==> src/rtl/dbc_pkg.sv <==
package dbc_pkg;
   typedef enum logic [2:0] {
      ST_IDLE = 3'd0,
      ST_RCD  = 3'd1,
      ST_CASL = 3'd2,
      ST_CASH = 3'd3,
      ST_PRE  = 3'd4
   } dbc_state_e;
endpackage

==> src/rtl/dbc_addr_mux.sv <==
module dbc_addr_mux #(
   parameter int ROW_W    = 9,
   parameter int COL_HI_W = 6,
   parameter int IDX_W    = 3
) (
   input  logic [ROW_W-1:0]    row_i,
   input  logic [COL_HI_W-1:0] col_hi_i,
   input  logic [IDX_W-1:0]    idx_i,
   input  logic                col_sel_i,
   output logic [ROW_W-1:0]    a_o
);
   localparam int COL_W = COL_HI_W + IDX_W;
   logic [COL_W-1:0] col_full;

   assign col_full = {col_hi_i, idx_i};

   generate
      if (COL_W == ROW_W) begin : g_eq
         assign a_o = col_sel_i ? col_full : row_i;
      end else begin : g_pad
         assign a_o = col_sel_i ? ROW_W'(col_full) : row_i;
      end
   endgenerate
endmodule

==> src/rtl/dbc_bit_sel.sv <==
module dbc_bit_sel #(
   parameter int IDX_W = 3
) (
   input  logic [(1<<IDX_W)-1:0] data_i,
   input  logic [IDX_W-1:0]      idx_i,
   output logic                  bit_o
);
   localparam int DATA_W = 1 << IDX_W;
   logic [DATA_W-1:0] hit;

   generate
      for (genvar k = 0; k < DATA_W; k++) begin : g_leg
         assign hit[k] = data_i[k] & (idx_i == IDX_W'(k));
      end
   endgenerate

   assign bit_o = |hit;
endmodule

==> src/rtl/dbc_gather.sv <==
module dbc_gather #(
   parameter int IDX_W = 3
) (
   input  logic                  clk,
   input  logic                  rst_n,
   input  logic                  cap_en_i,
   input  logic [IDX_W-1:0]      idx_i,
   input  logic                  bit_i,
   input  logic                  done_i,
   output logic [(1<<IDX_W)-1:0] byte_o
);
   localparam int DATA_W = 1 << IDX_W;
   logic [DATA_W-1:0] hold_q;

   always_ff @(posedge clk or negedge rst_n) begin
      if (!rst_n) begin
         hold_q <= '0;
         byte_o <= '0;
      end else begin
         if (cap_en_i) hold_q[idx_i] <= bit_i;
         if (done_i)   byte_o <= hold_q;
      end
   end
endmodule

==> src/rtl/dram_bitser_ctrl.sv <==
module dram_bitser_ctrl
   import dbc_pkg::*;
#(
   parameter int ROW_W    = 9,
   parameter int COL_HI_W = 6,
   parameter int IDX_W    = 3,
   parameter int T_RCD    = 2,
   parameter int T_CAS    = 2,
   parameter int T_CP     = 1,
   parameter int T_RP     = 2
) (
   input  logic                         clk,
   input  logic                         rst_n,
   input  logic                         req_i,
   input  logic                         req_we_i,
   input  logic [ROW_W+COL_HI_W-1:0]    req_addr_i,
   input  logic [(1<<IDX_W)-1:0]        req_wdata_i,
   output logic                         rdy_o,
   output logic [(1<<IDX_W)-1:0]        rdata_o,
   output logic [ROW_W-1:0]             dram_a_o,
   output logic                         dram_ras_n_o,
   output logic                         dram_cas_n_o,
   output logic                         dram_we_n_o,
   output logic                         dram_d_o,
   input  logic                         dram_q_i
);
   localparam int DATA_W = 1 << IDX_W;
   localparam int ADDR_W = ROW_W + COL_HI_W;
   localparam int T_M1   = (T_RCD > T_CAS) ? T_RCD : T_CAS;
   localparam int T_M2   = (T_CP > T_RP) ? T_CP : T_RP;
   localparam int T_MAX  = (T_M1 > T_M2) ? T_M1 : T_M2;
   localparam int CNT_W  = (T_MAX < 2) ? 1 : $clog2(T_MAX);

   generate
      if (T_RCD < 1 || T_CAS < 1 || T_CP < 1 || T_RP < 1) begin : g_bad_timing
         $error("timing parameters must be at least one cycle");
      end
      if (COL_HI_W + IDX_W > ROW_W) begin : g_bad_col
         $error("column address does not fit the DRAM address bus");
      end
   endgenerate

   dbc_state_e         state_q;
   logic [CNT_W-1:0]   cnt_q;
   logic [IDX_W-1:0]   idx_q;
   logic [ADDR_W-1:0]  addr_q;
   logic               we_q;
   logic [DATA_W-1:0]  wdata_q;
   logic               rdy_q;
   logic               slot_end;
   logic               last_bit;
   logic               row_open;
   logic               col_sel;
   logic               cap_en;
   logic               rd_done;

   assign slot_end = (cnt_q == '0);
   assign last_bit = (idx_q == '1);

   always_ff @(posedge clk or negedge rst_n) begin
      if (!rst_n) begin
         state_q <= ST_IDLE;
         cnt_q   <= '0;
         idx_q   <= '0;
         addr_q  <= '0;
         we_q    <= 1'b0;
         wdata_q <= '0;
         rdy_q   <= 1'b0;
      end else begin
         rdy_q <= 1'b0;
         unique case (state_q)
            ST_IDLE: begin
               if (req_i && !rdy_q) begin
                  addr_q  <= req_addr_i;
                  we_q    <= req_we_i;
                  wdata_q <= req_wdata_i;
                  idx_q   <= '0;
                  cnt_q   <= CNT_W'(T_RCD - 1);
                  state_q <= ST_RCD;
               end
            end
            ST_RCD: begin
               if (slot_end) begin
                  cnt_q   <= CNT_W'(T_CAS - 1);
                  state_q <= ST_CASL;
               end else begin
                  cnt_q <= cnt_q - 1'b1;
               end
            end
            ST_CASL: begin
               if (slot_end) begin
                  if (last_bit) begin
                     cnt_q   <= CNT_W'(T_RP - 1);
                     state_q <= ST_PRE;
                  end else begin
                     idx_q   <= idx_q + 1'b1;
                     cnt_q   <= CNT_W'(T_CP - 1);
                     state_q <= ST_CASH;
                  end
               end else begin
                  cnt_q <= cnt_q - 1'b1;
               end
            end
            ST_CASH: begin
               if (slot_end) begin
                  cnt_q   <= CNT_W'(T_CAS - 1);
                  state_q <= ST_CASL;
               end else begin
                  cnt_q <= cnt_q - 1'b1;
               end
            end
            ST_PRE: begin
               if (slot_end) begin
                  rdy_q   <= 1'b1;
                  state_q <= ST_IDLE;
               end else begin
                  cnt_q <= cnt_q - 1'b1;
               end
            end
            default: state_q <= ST_IDLE;
         endcase
      end
   end

   assign row_open     = (state_q == ST_RCD) || (state_q == ST_CASL) || (state_q == ST_CASH);
   assign col_sel      = (state_q == ST_CASL) || (state_q == ST_CASH);
   assign dram_ras_n_o = !row_open;
   assign dram_cas_n_o = (state_q != ST_CASL);
   assign dram_we_n_o  = !(row_open && we_q);
   assign cap_en       = (state_q == ST_CASL) && slot_end && !we_q;
   assign rd_done      = (state_q == ST_PRE) && slot_end && !we_q;
   assign rdy_o        = rdy_q;

   dbc_addr_mux #(
      .ROW_W    (ROW_W),
      .COL_HI_W (COL_HI_W),
      .IDX_W    (IDX_W)
   ) amux_i (
      .row_i     (addr_q[ADDR_W-1 -: ROW_W]),
      .col_hi_i  (addr_q[COL_HI_W-1:0]),
      .idx_i     (idx_q),
      .col_sel_i (col_sel),
      .a_o       (dram_a_o)
   );

   dbc_bit_sel #(
      .IDX_W (IDX_W)
   ) wsel_i (
      .data_i (wdata_q),
      .idx_i  (idx_q),
      .bit_o  (dram_d_o)
   );

   dbc_gather #(
      .IDX_W (IDX_W)
   ) gath_i (
      .clk      (clk),
      .rst_n    (rst_n),
      .cap_en_i (cap_en),
      .idx_i    (idx_q),
      .bit_i    (dram_q_i),
      .done_i   (rd_done),
      .byte_o   (rdata_o)
   );
endmodule

==> config.mk <==
export PLATFORM = sky130hd
export DESIGN_NAME = dram_bitser_ctrl
export DESIGN_NICKNAME = d
export VERILOG_FILES = /design/src/rtl/dbc_pkg.sv /design/src/rtl/dbc_addr_mux.sv /design/src/rtl/dbc_bit_sel.sv /design/src/rtl/dbc_gather.sv /design/src/rtl/dram_bitser_ctrl.sv
export SDC_FILE = /design/constraint.sdc
export NUM_CORES = 1
export LEC_CHECK = 0
export BUFFER_PORTS_ARGS = -buffer_cell sky130_fd_sc_hd__buf_2
export CAP_MARGIN = 10
export CORE_UTILIZATION = 30
export DETAILED_ROUTE_END_ITERATION = 12
export SLEW_MARGIN = 20
export SYNTH_ARGS = -nofsm -noshare
export SYNTH_HDL_FRONTEND = slang
export SYNTH_HIERARCHICAL = 1
export SYNTH_SLANG_ARGS = --single-unit
==> constraint.sdc <==
create_clock -name clk -period 2.75 [get_ports clk]
set_input_delay 0.275 -clock clk [delete_from_list [all_inputs] [get_ports clk]]
set_output_delay 0.275 -clock clk [all_outputs]
set_load 0.02 [all_outputs]
-- Word level (Yosys, flattened, before mapping)
Index checks and enable logic that the tools add are counted.
- bits of input ports: 28
- register bits: 48
- add/subtract/negate cells: 2
- $lt $le $gt $ge: 2
- muxes and demuxes: 22
- bitwise logic cells: 9
- equal/unequal tests: 17
- reduce and logical (&&, ||, !) cells: 24
- operators with widths (kind ; count):
    3-bit 2-to-1 mux ; 8
    3-bit == test, second input constant ; 5
    3-bit by 2-bit == test with 1-bit output, second input constant ; 4
    3-bit case mux with 4 select lines ; 1
    2-bit != test, second input constant ; 5
    9-bit 2-to-1 mux ; 1
    1-bit bitwise AND ; 8
    8-bit bitwise mux ; 1
    1-bit 2-to-1 mux ; 8
    4-bit AND reduction ; 2
    8-bit OR reduction ; 1
    1-bit logical AND ; 7
    3-bit by 1-bit == test with 1-bit output, second input constant ; 2
    3-bit zero test ; 2
    3-bit case mux with 2 select lines ; 1
    1-bit zero test ; 4
    3-bit by 4-bit less-than comparator with 1-bit output, second input constant ; 1
    1-bit case mux with 4 select lines ; 1
    2-bit AND reduction ; 2
    4-bit nonzero test ; 1
    3-bit by 1-bit adder with 3-bit output, second input constant ; 1
    1-bit demux with 3-bit select ; 1
    3-bit by 1-bit greater-or-equal comparator with 1-bit output, second input constant ; 1
    1-bit logical OR ; 3
    5 further kinds ; 5

-- Logic depth before layout (Yosys ltp)
- depth in word-level cells: 5
- depth in mapped cells: 7
- gate-level depth less buffers: 6

-- Hierarchy
Netlist, hierarchy kept.
- by module, submodules not included (module ; seq. area each (µm²) ; area an instance (µm²) ; cells an instance ; times used):
    dram_bitser_ctrl ; 800.8 ; 1457.6 ; 98 ; 1
    dbc_gather ; 400.4 ; 681.9 ; 41 ; 1
    dbc_addr_mux ; 0.0 ; 146.4 ; 10 ; 1
    dbc_bit_sel ; 0.0 ; 63.8 ; 3 ; 1

-- Worst setup path before layout
No wires, ideal clock.
- kind: reg2reg
- from: register state_q[2]
- to: register gath_i.hold_q[0]
- stages on the path, launching flop included: 8
- path buffers: 1
- setup time: 0.125 ns
- arrival time: 1.942 ns
- path slack: 0.683 ns
- period minus slack after synthesis: 2.067 ns
- cell sequence: dfrtp_1 buf_4 nand2b_1 inv_1 nand2b_1 nor3_1 nor4b_2 mux2_2
- cells in the longest elaborated chain, start to end: 3
- ends and longest elaborated chain (item ; RTL line ; RTL):
    from (decl) ; dram_bitser_ctrl.sv:43 ; dbc_state_e state_q;
    from (signal assigned) ; dram_bitser_ctrl.sv:62 ; state_q <= ST_IDLE;
    from (signal assigned) ; dram_bitser_ctrl.sv:79 ; state_q <= ST_RCD;
    from (signal assigned) ; dram_bitser_ctrl.sv:85 ; state_q <= ST_CASL;
    3-bit by 2-bit == test with 1-bit output ; dram_bitser_ctrl.sv:130 ; assign cap_en = (state_q == ST_CASL) && slot_end && !we_q;
    1-bit logical AND (2 in a row) ; dram_bitser_ctrl.sv:130 ;
    net cap_en ; dram_bitser_ctrl.sv:54 ; logic cap_en;
    to (signal, indexed assignment) ; dbc_gather.sv:20 ; if (cap_en_i) hold_q[idx_i] <= bit_i;
    to (decl) ; dbc_gather.sv:13 ; logic [DATA_W-1:0] hold_q;
The timed path passes the listed nets, and every way through them passes these cells.
A chain may end at the register's enable or synchronous reset.

-- Worst setup path after layout
- from: register idx_q[1]
- to: output dram_d_o
- cells in the longest elaborated chain, start to end: 3
- elaborated cells between the ends (all ways): 17
- classes of those cells: eq/ne (7); bitwise (8); reduce/logical (2)
- ends and longest elaborated chain (item ; RTL line ; RTL):
    from (decl) ; dram_bitser_ctrl.sv:45 ; logic [IDX_W-1:0] idx_q;
    from (signal assigned) ; dram_bitser_ctrl.sv:96 ; idx_q <= idx_q + 1'b1;
    3-bit by 1-bit == test with 1-bit output (tied with other cells) ; dbc_bit_sel.sv:13 ; assign hit[k] = data_i[k] & (idx_i == IDX_W'(k));
    1-bit bitwise AND ; dbc_bit_sel.sv:13 ;
    8-bit OR reduction (*) ; dbc_bit_sel.sv:17 ; assign bit_o = |hit;
    to (decl) ; dram_bitser_ctrl.sv:24 ; output logic dram_d_o,
Mark *: on every way between the ends. The rest lies on a longest branch, timed or not.

==> impl_metrics.py <==
metrics = {
    "worst_setup_path": {
        "critPathTopFamily": "multiplexers",
        "crit_type": "reg -> out",
        "reg2reg_depth": 6,
        "arrival_ns": 1.97,
        "cpPeakStageDelay_ns": 0.63,
        "cp-end-kind": "output port",
        "slowest_stage": "dfrtp_1",
        "path_max_fanout": 13,
        "worstPathRequired_ns": 2.48,
        "crit_cells": 3,
        "startpoint": "idx_q[1]",
        "path_cells": "mux4_1, mux2_2, buf_2",
        "cp_num_buf_inv": 1,
        "rr_startpoint": "state_q[2]",
        "startpoint_type": "flop",
    },
    "layout": {
        "syn2layout_area_growth_pct": 18.32,
        "fin_nets": 236,
        "drive_gt1_share_pct": 55.07,
        "fin_util_pct": 37.53,
        "n_fill_cell": 718,
        "instances_no_fill": 306,
        "antenna_cells": 0,
    },
    "timing": {
        "rsz0062_at_grt": "false",
        "slew_viol_final": 0,
        "tns_ns": 0,
        "timing.fmax_mhz": 446.0,
        "fin_crit_ns": 2.242,
        "skew_ns": 0.01108,
        "slew_headroom_pct": 55.33,
        "worst_pin_slew_ns": 0.6649,
        "fin_ws_ns": 0.5080,
        "finalSetupViolations": 0,
        "timing.final.crit_share_pct": 81.53,
        "finalHoldViolCount": 0,
        "whs_ns": 0.1960,
    },
    "die": {
        "io_pins": 50,
        "core_area_um2": 7408,
        "die-area_um2": 8190,
        "start_util_pct": 31.72,
        "chipHeight_um": 90.50,
        "chipWidth_um": 90.50,
        "rows": 31,
    },
    "place": {
        "place_inst": 297,
        "portBuffers": 49,
        "globalplace.congestion": 0.7478,
        "dp_hpwl_mm": 3.027,
        "pre_cts_slack_ns": 0.6143,
    },
    "global_route": {
        "grt_max_degree": 26,
        "antenna_found_initial": 0,
        "grt_pass1_vias": 1414,
        "grt_overflow": 0,
        "met1_usage_pct": 14.19,
        "grt_util_met3_pct": 3.704,
        "busiest_layer": "met2",
        "globalRouteMet2Util_pct": 17.49,
        "grt_pass1_wl_mm": 7.086,
        "grt_use_total_pct": 11.05,
    },
    "run_status": {
        "status": "completed",
    },
    "synth": {
        "mappedNetlistNets": 182,
        "syn_area_per_cell_um2": 15.46,
        "synth.top_cell.area_share_pct": 51.12,
        "ys_ff_latch": 48,
        "ys_top_cells_by_area": "dfrtp_1 (51%), mux2_4 (20%), mux2_2 (9.1%), mux4_1 (2.2%), buf_12 (1.7%)",
        "synth_common_cells": "dfrtp_1 (48), mux2_4 (32), mux2_2 (19)",
        "synthArstFlopShare_pct": 100.0,
        "synth_cell_type_count": 29,
        "synth-edff-count": 0,
        "synth_most_common_cell": "dfrtp_1",
        "syn-cell-area_um2": 2350,
        "yosysSeqAreaShare_pct": 51.12,
        "synth-main-ff-cell": "dfrtp_1",
        "yosys.area.top_type": "dfrtp_1",
        "yosys_warnings": 6,
        "synthCells": 152,
    },
    "drt": {
        "drt_iter0_drc": 32,
        "post_drt_via_cell_ratio": 4.565,
        "totalWireLength_mm": 4.235,
        "drc": 0,
        "ant_nets": 0,
        "first_pass_iters": 4,
        "vias": 1397,
        "post_drt_wl_per_cell_um": 13.84,
    },
    "cts": {
        "clock_sinks": 48,
        "ctsLongestPathBuffers": 2,
        "path_clk_slew_ns": 0.09,
        "cts_buffers": 5,
        "ctsHtreeMaxLevel": 2,
        "cts_root_buffer": "clkbuf_8",
        "cts_repair_resize_count": 0,
        "post_cts_buffers": 0,
        "cts_hold_buf": 1,
        "clk_latency_ns": 0.30,
        "cts_tree": "yes",
    },
    "power_and_ir_drop": {
        "p_per_area_nw_per_um2": 1102,
        "ir_drop_uv": 602.8,
        "leakage_uw": 0.001362,
    },
    "worst_hold_path": {
        "hold_path.class": "in -> reg",
        "hold_start": "req_we_i",
        "whs_path_depth": 2,
    },
    "flow_run": {
        "drv_cap": 0,
    },
}
layout by cell type, fill, tap and decap left out, types with 3 or more instances in the layout:
master and instances:
and4bb_1 3, buf_2 49, buf_4 5, clkbuf_8 5
dfrtp_1 48, mux2_2 19, mux2_4 32, nand2b_1 4
nand4b_1 3, nor2_1 3, nor2b_1 3, nor3_1 4
flip-flops by register name (all words and copies together), names as in the netlist:
register and count:
addr_q 15, cnt_q 1, gath_i/byte_o 8, gath_i/hold_q 8, idx_q 3, rdy_o 1
state_q 3, wdata_q 8, we_q 1
stage by stage:
stage	cell area, µm²	total power [µW]
3_5_place_dp	2663	2588
3_3_place_gp	2663	2558
5_1_grt	2780	3284
4_1_cts	2780	3117
2_1_floorplan	2350	2292
6_report	2780	3064
final timing paths:
| path | end | slack [ns] |
|---|---|---|
| worst max-delay path | dram_d_o | 0.51 |
| worst min-delay path | we_q | 0.20 |
| worst max register to register | gath_i/hold_q[0] | 0.62 |
| worst min register to register | gath_i/byte_o[0] | 0.51 |
| max in group asynchronous | wdata_q[0] | 1.52 |
| min in group asynchronous | gath_i/byte_o[3] | 0.49 |
per-layer routing:
layer	up-vias	part of all wire, %
met5	-	0
met4	0	0.33
met3	2	5.2
met2	37	48
met1	690	46
li1	668	-
final cells by class:
cell class              count  area (µm²)  share of cell area, %
multi-input cells          94        1047                  37.67
repair buffers             55       292.8                  10.53
clock buffers               6       72.57                  2.610
clock inverters             2       35.03                  1.260
well taps                  99       123.9                  4.455
inverters                   2       7.507                 0.2700
flip-flops and latches     48        1201                  43.20
kinds of logic (layout without fill, tap and decap cells):
logic type | count (synthesis) | count (layout) | synth area share [%]
AOI/OAI and AO/OA | 8 | 8 | 2.184
adders and majority gates | 2 | 2 | 1.065
buffers and inverters | 10 | 65 | 4.313
DFF | 48 | 48 | 51.12
muxes | 53 | 53 | 31.79
and+or+nand+nor | 31 | 31 | 9.532
power by group:
group | switching [µW] | internal (µW) | total [µW]
sequential | 268 | 985 | 1250
clock | 235 | 270 | 505
combinational | 541 | 765 | 1310
total | 1040 | 2020 | 3060
No activity file was read; power rests on OpenSTA's default activity.
